### src/rtl/dev_xfer_pkg.sv
package dev_xfer_pkg;

  typedef enum logic [1:0] {
    PH_IDLE = 2'd0,
    PH_REQ  = 2'd1,
    PH_XFER = 2'd2
  } phase_e;

  typedef struct packed {
    logic svc;
    logic dnum;
    logic onl;
    logic quit;
  } seq_out_t;

  // Output image for the phase about to be entered.
  function automatic seq_out_t outputs_for(phase_e nxt, logic done_act, logic quit_evt);
    seq_out_t o;
    o.svc  = (nxt == PH_REQ);
    o.dnum = (nxt == PH_XFER);
    o.onl  = (nxt == PH_XFER) && done_act;
    o.quit = quit_evt;
    return o;
  endfunction

  // Rising edge of a synchronized active-high level.
  function automatic logic rise_of(logic now_v, logic prev_v);
    return now_v && !prev_v;
  endfunction

endpackage

### src/rtl/dev_xfer_sync.sv
module dev_xfer_sync #(
  parameter int STAGES = 2,
  parameter int WIDTH  = 3,
  parameter logic [WIDTH-1:0] IDLE_VAL = '1
) (
  input  logic             clk,
  input  logic             rst_n,
  input  logic [WIDTH-1:0] d,
  output logic [WIDTH-1:0] q
);
  logic [STAGES-1:0][WIDTH-1:0] pipe;

  always_ff @(posedge clk or negedge rst_n) begin
    if (!rst_n) begin
      pipe <= {STAGES{IDLE_VAL}};
    end else begin
      pipe[0] <= d;
      for (int s = 1; s < STAGES; s++) pipe[s] <= pipe[s-1];
    end
  end

  assign q = pipe[STAGES-1];
endmodule

### src/rtl/dev_xfer_quit_timer.sv
module dev_xfer_quit_timer #(
  parameter int LIMIT = 1024
) (
  input  logic clk,
  input  logic rst_n,
  input  logic run,
  output logic expire
);
  localparam int CNT_W = (LIMIT > 2) ? $clog2(LIMIT) : 1;
  localparam logic [CNT_W-1:0] LAST = CNT_W'(LIMIT - 1);

  logic [CNT_W-1:0] cnt;

  function automatic logic at_last(logic [CNT_W-1:0] c);
    return c == LAST;
  endfunction

  assign expire = run && at_last(cnt);

  always_ff @(posedge clk or negedge rst_n) begin
    if (!rst_n)              cnt <= '0;
    else if (!run || expire) cnt <= '0;
    else                     cnt <= cnt + 1'b1;
  end
endmodule

### src/rtl/dev_xfer_fsm.sv
module dev_xfer_fsm
  import dev_xfer_pkg::*;
(
  input  logic clk,
  input  logic rst_n,
  input  logic ack_s,
  input  logic strb_s,
  input  logic done_s,
  input  logic expire,
  output logic svc_q,
  output logic dnum_q,
  output logic onl_q,
  output logic quit_q,
  output logic in_idle,
  output logic in_xfer,
  output logic ack_evt
);
  phase_e   st, nxt;
  logic     ack_prev;
  logic     quit_evt;
  seq_out_t out_n;

  assign ack_evt = rise_of(ack_s, ack_prev);
  assign in_idle = (st == PH_IDLE);
  assign in_xfer = (st == PH_XFER);

  always_comb begin
    nxt      = st;
    quit_evt = 1'b0;
    unique case (st)
      PH_IDLE: if (ack_evt) nxt = PH_REQ;
      PH_REQ: begin
        if (strb_s)      nxt = PH_XFER;
        else if (!ack_s) nxt = PH_IDLE;
      end
      PH_XFER: begin
        if (!strb_s) nxt = PH_IDLE;
        else if (expire) begin
          nxt      = PH_IDLE;
          quit_evt = 1'b1;
        end
      end
      default: nxt = PH_IDLE;
    endcase
  end

  assign out_n = outputs_for(nxt, done_s, quit_evt);

  always_ff @(posedge clk or negedge rst_n) begin
    if (!rst_n) begin
      st       <= PH_IDLE;
      ack_prev <= 1'b0;
      svc_q    <= 1'b0;
      dnum_q   <= 1'b0;
      onl_q    <= 1'b0;
      quit_q   <= 1'b0;
    end else begin
      st       <= nxt;
      ack_prev <= ack_s;
      svc_q    <= out_n.svc;
      dnum_q   <= out_n.dnum;
      onl_q    <= out_n.onl;
      quit_q   <= out_n.quit;
    end
  end
endmodule

### src/rtl/dev_xfer_sequencer.sv
module dev_xfer_sequencer #(
  parameter int SYNC_STAGES = 2,
  parameter int QUIT_CYCLES = 1024
) (
  input  logic clk,
  input  logic rst_n,
  input  logic sel_ack_n,
  input  logic num_strobe_n,
  input  logic xfer_done_n,
  output logic svc_req,
  output logic devnum_valid,
  output logic online,
  output logic quit_timeout
);
  localparam int NIN = 3;

  logic [NIN-1:0] raw_n, syn_n;
  logic ack_s, strb_s, done_s;
  logic in_idle, in_xfer, ack_evt, xfer_expire;

  assign raw_n = {sel_ack_n, num_strobe_n, xfer_done_n};

  dev_xfer_sync #(.STAGES(SYNC_STAGES), .WIDTH(NIN), .IDLE_VAL('1)) u_sync (
    .clk(clk), .rst_n(rst_n), .d(raw_n), .q(syn_n)
  );

  assign ack_s  = !syn_n[2];
  assign strb_s = !syn_n[1];
  assign done_s = !syn_n[0];

  dev_xfer_quit_timer #(.LIMIT(QUIT_CYCLES)) u_timer (
    .clk(clk), .rst_n(rst_n), .run(in_xfer), .expire(xfer_expire)
  );

  dev_xfer_fsm u_fsm (
    .clk(clk), .rst_n(rst_n),
    .ack_s(ack_s), .strb_s(strb_s), .done_s(done_s), .expire(xfer_expire),
    .svc_q(svc_req), .dnum_q(devnum_valid), .onl_q(online), .quit_q(quit_timeout),
    .in_idle(in_idle), .in_xfer(in_xfer), .ack_evt(ack_evt)
  );
endmodule

### config.mk
export PLATFORM = sky130hd
export DESIGN_NAME = dev_xfer_sequencer
export DESIGN_NICKNAME = d
export VERILOG_FILES = /design/src/rtl/dev_xfer_pkg.sv /design/src/rtl/dev_xfer_sync.sv /design/src/rtl/dev_xfer_quit_timer.sv /design/src/rtl/dev_xfer_fsm.sv /design/src/rtl/dev_xfer_sequencer.sv
export SDC_FILE = /design/constraint.sdc
export NUM_CORES = 1
export LEC_CHECK = 0
export BUFFER_PORTS_ARGS = -buffer_cell sky130_fd_sc_hd__buf_2
export CORE_MARGIN = 5
export CORE_UTILIZATION = 35
export CTS_CLUSTER_DIAMETER = 100
export DETAILED_ROUTE_END_ITERATION = 7
export PLACE_DENSITY = 0.54
export SLEW_MARGIN = 20
export SYNTH_ARGS = -nofsm -noshare
export SYNTH_HDL_FRONTEND = slang
export SYNTH_SLANG_ARGS = --single-unit
### constraint.sdc
create_clock -name clk -period 1.5 [get_ports clk]
set_input_delay 0.3 -clock clk [delete_from_list [all_inputs] [get_ports clk]]
set_output_delay 0.3 -clock clk [all_outputs]
set_load 0.01 [all_outputs]
==> reports/metrics.yaml <==
status:
  status: "finished, final reports clean"
clocking:
  root_buffer: "clkbuf_4"
  cts.sinks: 23
  numCtsBuffers: 3
  cts_tree: "done"
  clk_latency_ns: 0.30
  clock_path_buffers: 2
  post-cts-setup-buffers: 0
  h-tree-depth: 1
  clk_pin_slew_worst_paths_ns: 0.11
power:
  power_density_nw_per_um2: 932
  vdd.ir_drop.worst_mv: 0.581
  p_leak_nw: 0.446
critical_path:
  crit_chain: "ha_2, nand3_4, or4_4, and3_4"
  critical_path_arrival_ns: 1.69
  crit_slowest_cell: "or4_4"
  crit_type: "flip-flop to flip-flop"
  crit_fanout: 5
  worstSetupStartpointType: "flip-flop"
  critical_path_required_ns: 1.71
  reg2reg_depth: 4
  rrSetupSlack_ns: 0.02
  critPathCaptureType: "flip-flop"
  rr_startpoint: "u_timer.cnt[1]"
  cpPeakStageDelay_ns: 0.44
  r2r_end: "u_timer.cnt[1]"
timing:
  setup_violations: 0
  skew_ns: 0.00194
  grt_setup_unrepaired: "true"
  finalCriticalPeriod_ns: 1.48
  drv_slew: 0
  fmax_mhz: 678
  worst_pin_slew_ns: 0.493
  slew_headroom: 0.671
  tns_ns: 0
  period_share: 0.984
  hold_violations: 0
logic_synthesis:
  synth_top_area_cell: "dfrtp_1"
  ys_seq_area_frac: 0.637
  ys_types: 28
  synth.net_count: 82
  synth_top_area_frac: 0.465
  synth_most_common_cell: "dfrtp_1"
  synth-edff-count: 0
  synthArstFlopShare: 1.00
  ys_top_cells_by_count: "dfrtp_1 (17), dfstp_2 (6), a21oi_1 (5), nor2_1 (5), nor3_1 (5)"
  netlist_top_cells_area: "dfrtp_1 (47%), dfstp_2 (17%), xnor2_1 (2.9%)"
  synth_seq_cells: 23
  yosysWarnings: 0
  syn_avg_cell_area_um2: 12.0
  synth-main-ff-cell: "dfrtp_1"
  synth_area_um2: 915
  syn_inst: 76
global_route:
  grt_overflow_total: 0
  antenna_found_initial: 0
  grt_start_max_net_pins: 24
  grtUsageTotal: 0.107
  grt_pass1_vias: 643
  grt_pass1_wl_um: 2850
routing:
  dr_total_vias: 647
  ant_nets: 0
  drt_iter0_drc: 12
  drt_drc_violations_left: 0
  first_pass_iters: 4
  viasPerCell: 5.18
  routed_wl_um: 1640
  wire_per_inst_um: 13.2
placement:
  place_congestion: 0.765
  numPortBuffers: 8
  dpl.hpwl_um: 1170
floorplan:
  io-pin-count: 9
  rows: 18
  start_util: 0.366
  coreArea_um2: 2500
  dieArea_um2: 3740
  fp.dieW_um: 61.1
  die_h_um: 61.1
run:
  drv_cap: 0
finish:
  drive_above_1_share: 0.358
  fin_nets: 102
  final_core_utilization: 0.443
  area_growth_pct: 21.1
  register_area_um2: 583
  n_fill_cell: 239
  multi_input_area_um2: 347
  n_antenna_cell: 0
hold_path:
  min_path_type: "input port to flip-flop"
  hold_path_depth: 1
  hold_end: "u_sync.pipe[1]"
  hp-start: "num_strobe_n"
## power by group
part | internal (W) | leakage [nW] | total (W) | switching, W
clock network | 0.000104 | 0.0150 | 0.000275 | 0.000171
logic | 0.0000363 | 0.136 | 0.0000853 | 0.0000489
registers | 0.000653 | 0.295 | 0.000672 | 0.0000189
## critical path: cells and delay by family, from the launching register on
| family | cells | cell delay [ns] |
|---|---|---|
| and+or+nand+nor | 3 | 0.74 |
| DFF | 1 | 0.42 |
| adders and majority gates | 1 | 0.23 |
## per-layer routing
layer / share of wire / up-vias / GRT usage
met3: 0.051 / 2 / 0.0440
met5: 0 / - / 0
met1: 0.47 / 318 / 0.128
met2: 0.47 / 12 / 0.169
met4: 0.013 / 0 / 0.0464
li1: - / 315 / -
## flip-flops by register name, indices dropped and copies added (netlist names)
name and count:
u_fsm.ack_prev 1, u_fsm.dnum_q 1, u_fsm.onl_q 1, u_fsm.quit_q 1
u_fsm.st 2, u_fsm.svc_q 1, u_sync.pipe 3, u_sync.q 3
u_timer.cnt 10
## worst max path at each step
| stage | from | depth (start not counted) | slack, ns | to |
|---|---|---|---|---|
| global placement | u_timer.cnt[1] | 4 | 0.07 | u_timer.cnt[1] |
| floorplan | u_timer.cnt[0] | 4 | 0.02 | u_timer.cnt[1] |
| CTS | u_timer.cnt[1] | 4 | 0.03 | u_timer.cnt[1] |
| global route | u_timer.cnt[1] | 4 | -0.03 | u_timer.cnt[1] |
| detailed placement | u_timer.cnt[1] | 5 | 0.02 | u_timer.cnt[5] |
| finish | u_timer.cnt[1] | 4 | 0.02 | u_timer.cnt[1] |
## metrics by stage
step | std cells | cell area [um^2] | power, W | hold WS (ns) | setup WS [ns]
final | 125 | 1110 | 0.00103 | 0.0795 | 0.0247
after floorplan | 76 | 915 | 0.000717 | 0.00441 | 0.0231
after detailed placement | 120 | 1040 | 0.000764 | 0.295 | 0.0170
after CTS | 125 | 1080 | 0.00105 | 0.0651 | 0.0279
after global placement | 120 | 1040 | 0.000762 | 0.291 | 0.0719
after global routing | 125 | 1110 | 0.00109 | 0.0521 | -0.0259
## cell type report
| cell class | count | share of cell area |
|---|---|---|
| multi-input cells | 49 | 0.313 |
| repair buffers | 15 | 0.0893 |
| clock buffers | 4 | 0.0237 |
| flip-flops and latches | 23 | 0.527 |
| well taps | 30 | 0.0339 |
| inverters | 4 | 0.0136 |
## cell usage in the layout (no fill, tap or decap), types with 2 or more instances in the layout
cell type  count
a211oi_1       2
a21oi_1        4
buf_2          8
buf_4          5
clkbuf_4       3
dfrtp_1       17
dfstp_2        6
inv_1          4
nand2_1        4
nand3_1        2
nand4_1        2
nor2_1         5
nor3_1         5
o21ai_0        3
xnor2_1        3
## what timing repair did
| item | 4_1_cts | 5_1_grt |
|---|---|---|
| cloned | 0 | 0 |
| resized for setup | 1 | 7 |
| endpoints found under the setup margin | 1 | 5 |
| hold buffers | 1 | 0 |
| pin swaps | 0 | 1 |
| hold endpoints to repair | 17 | 0 |
## logic make-up (layout without fill, tap and decap cells)
kind of cell             Yosys count  count (layout)  share of synthesized area
adder cells (fa/ha/maj)            1               1                     0.0137
AND/OR/NAND/NOR                   28              28                      0.174
multiplexers                       1               1                     0.0123
flip-flops                        23              23                      0.637
XOR/XNOR                           3               3                     0.0287
AO/OA/AOI/OAI                     16              16                      0.118
buffers and inverters              4              23                     0.0164
Power figures use the tool's default switching activity.
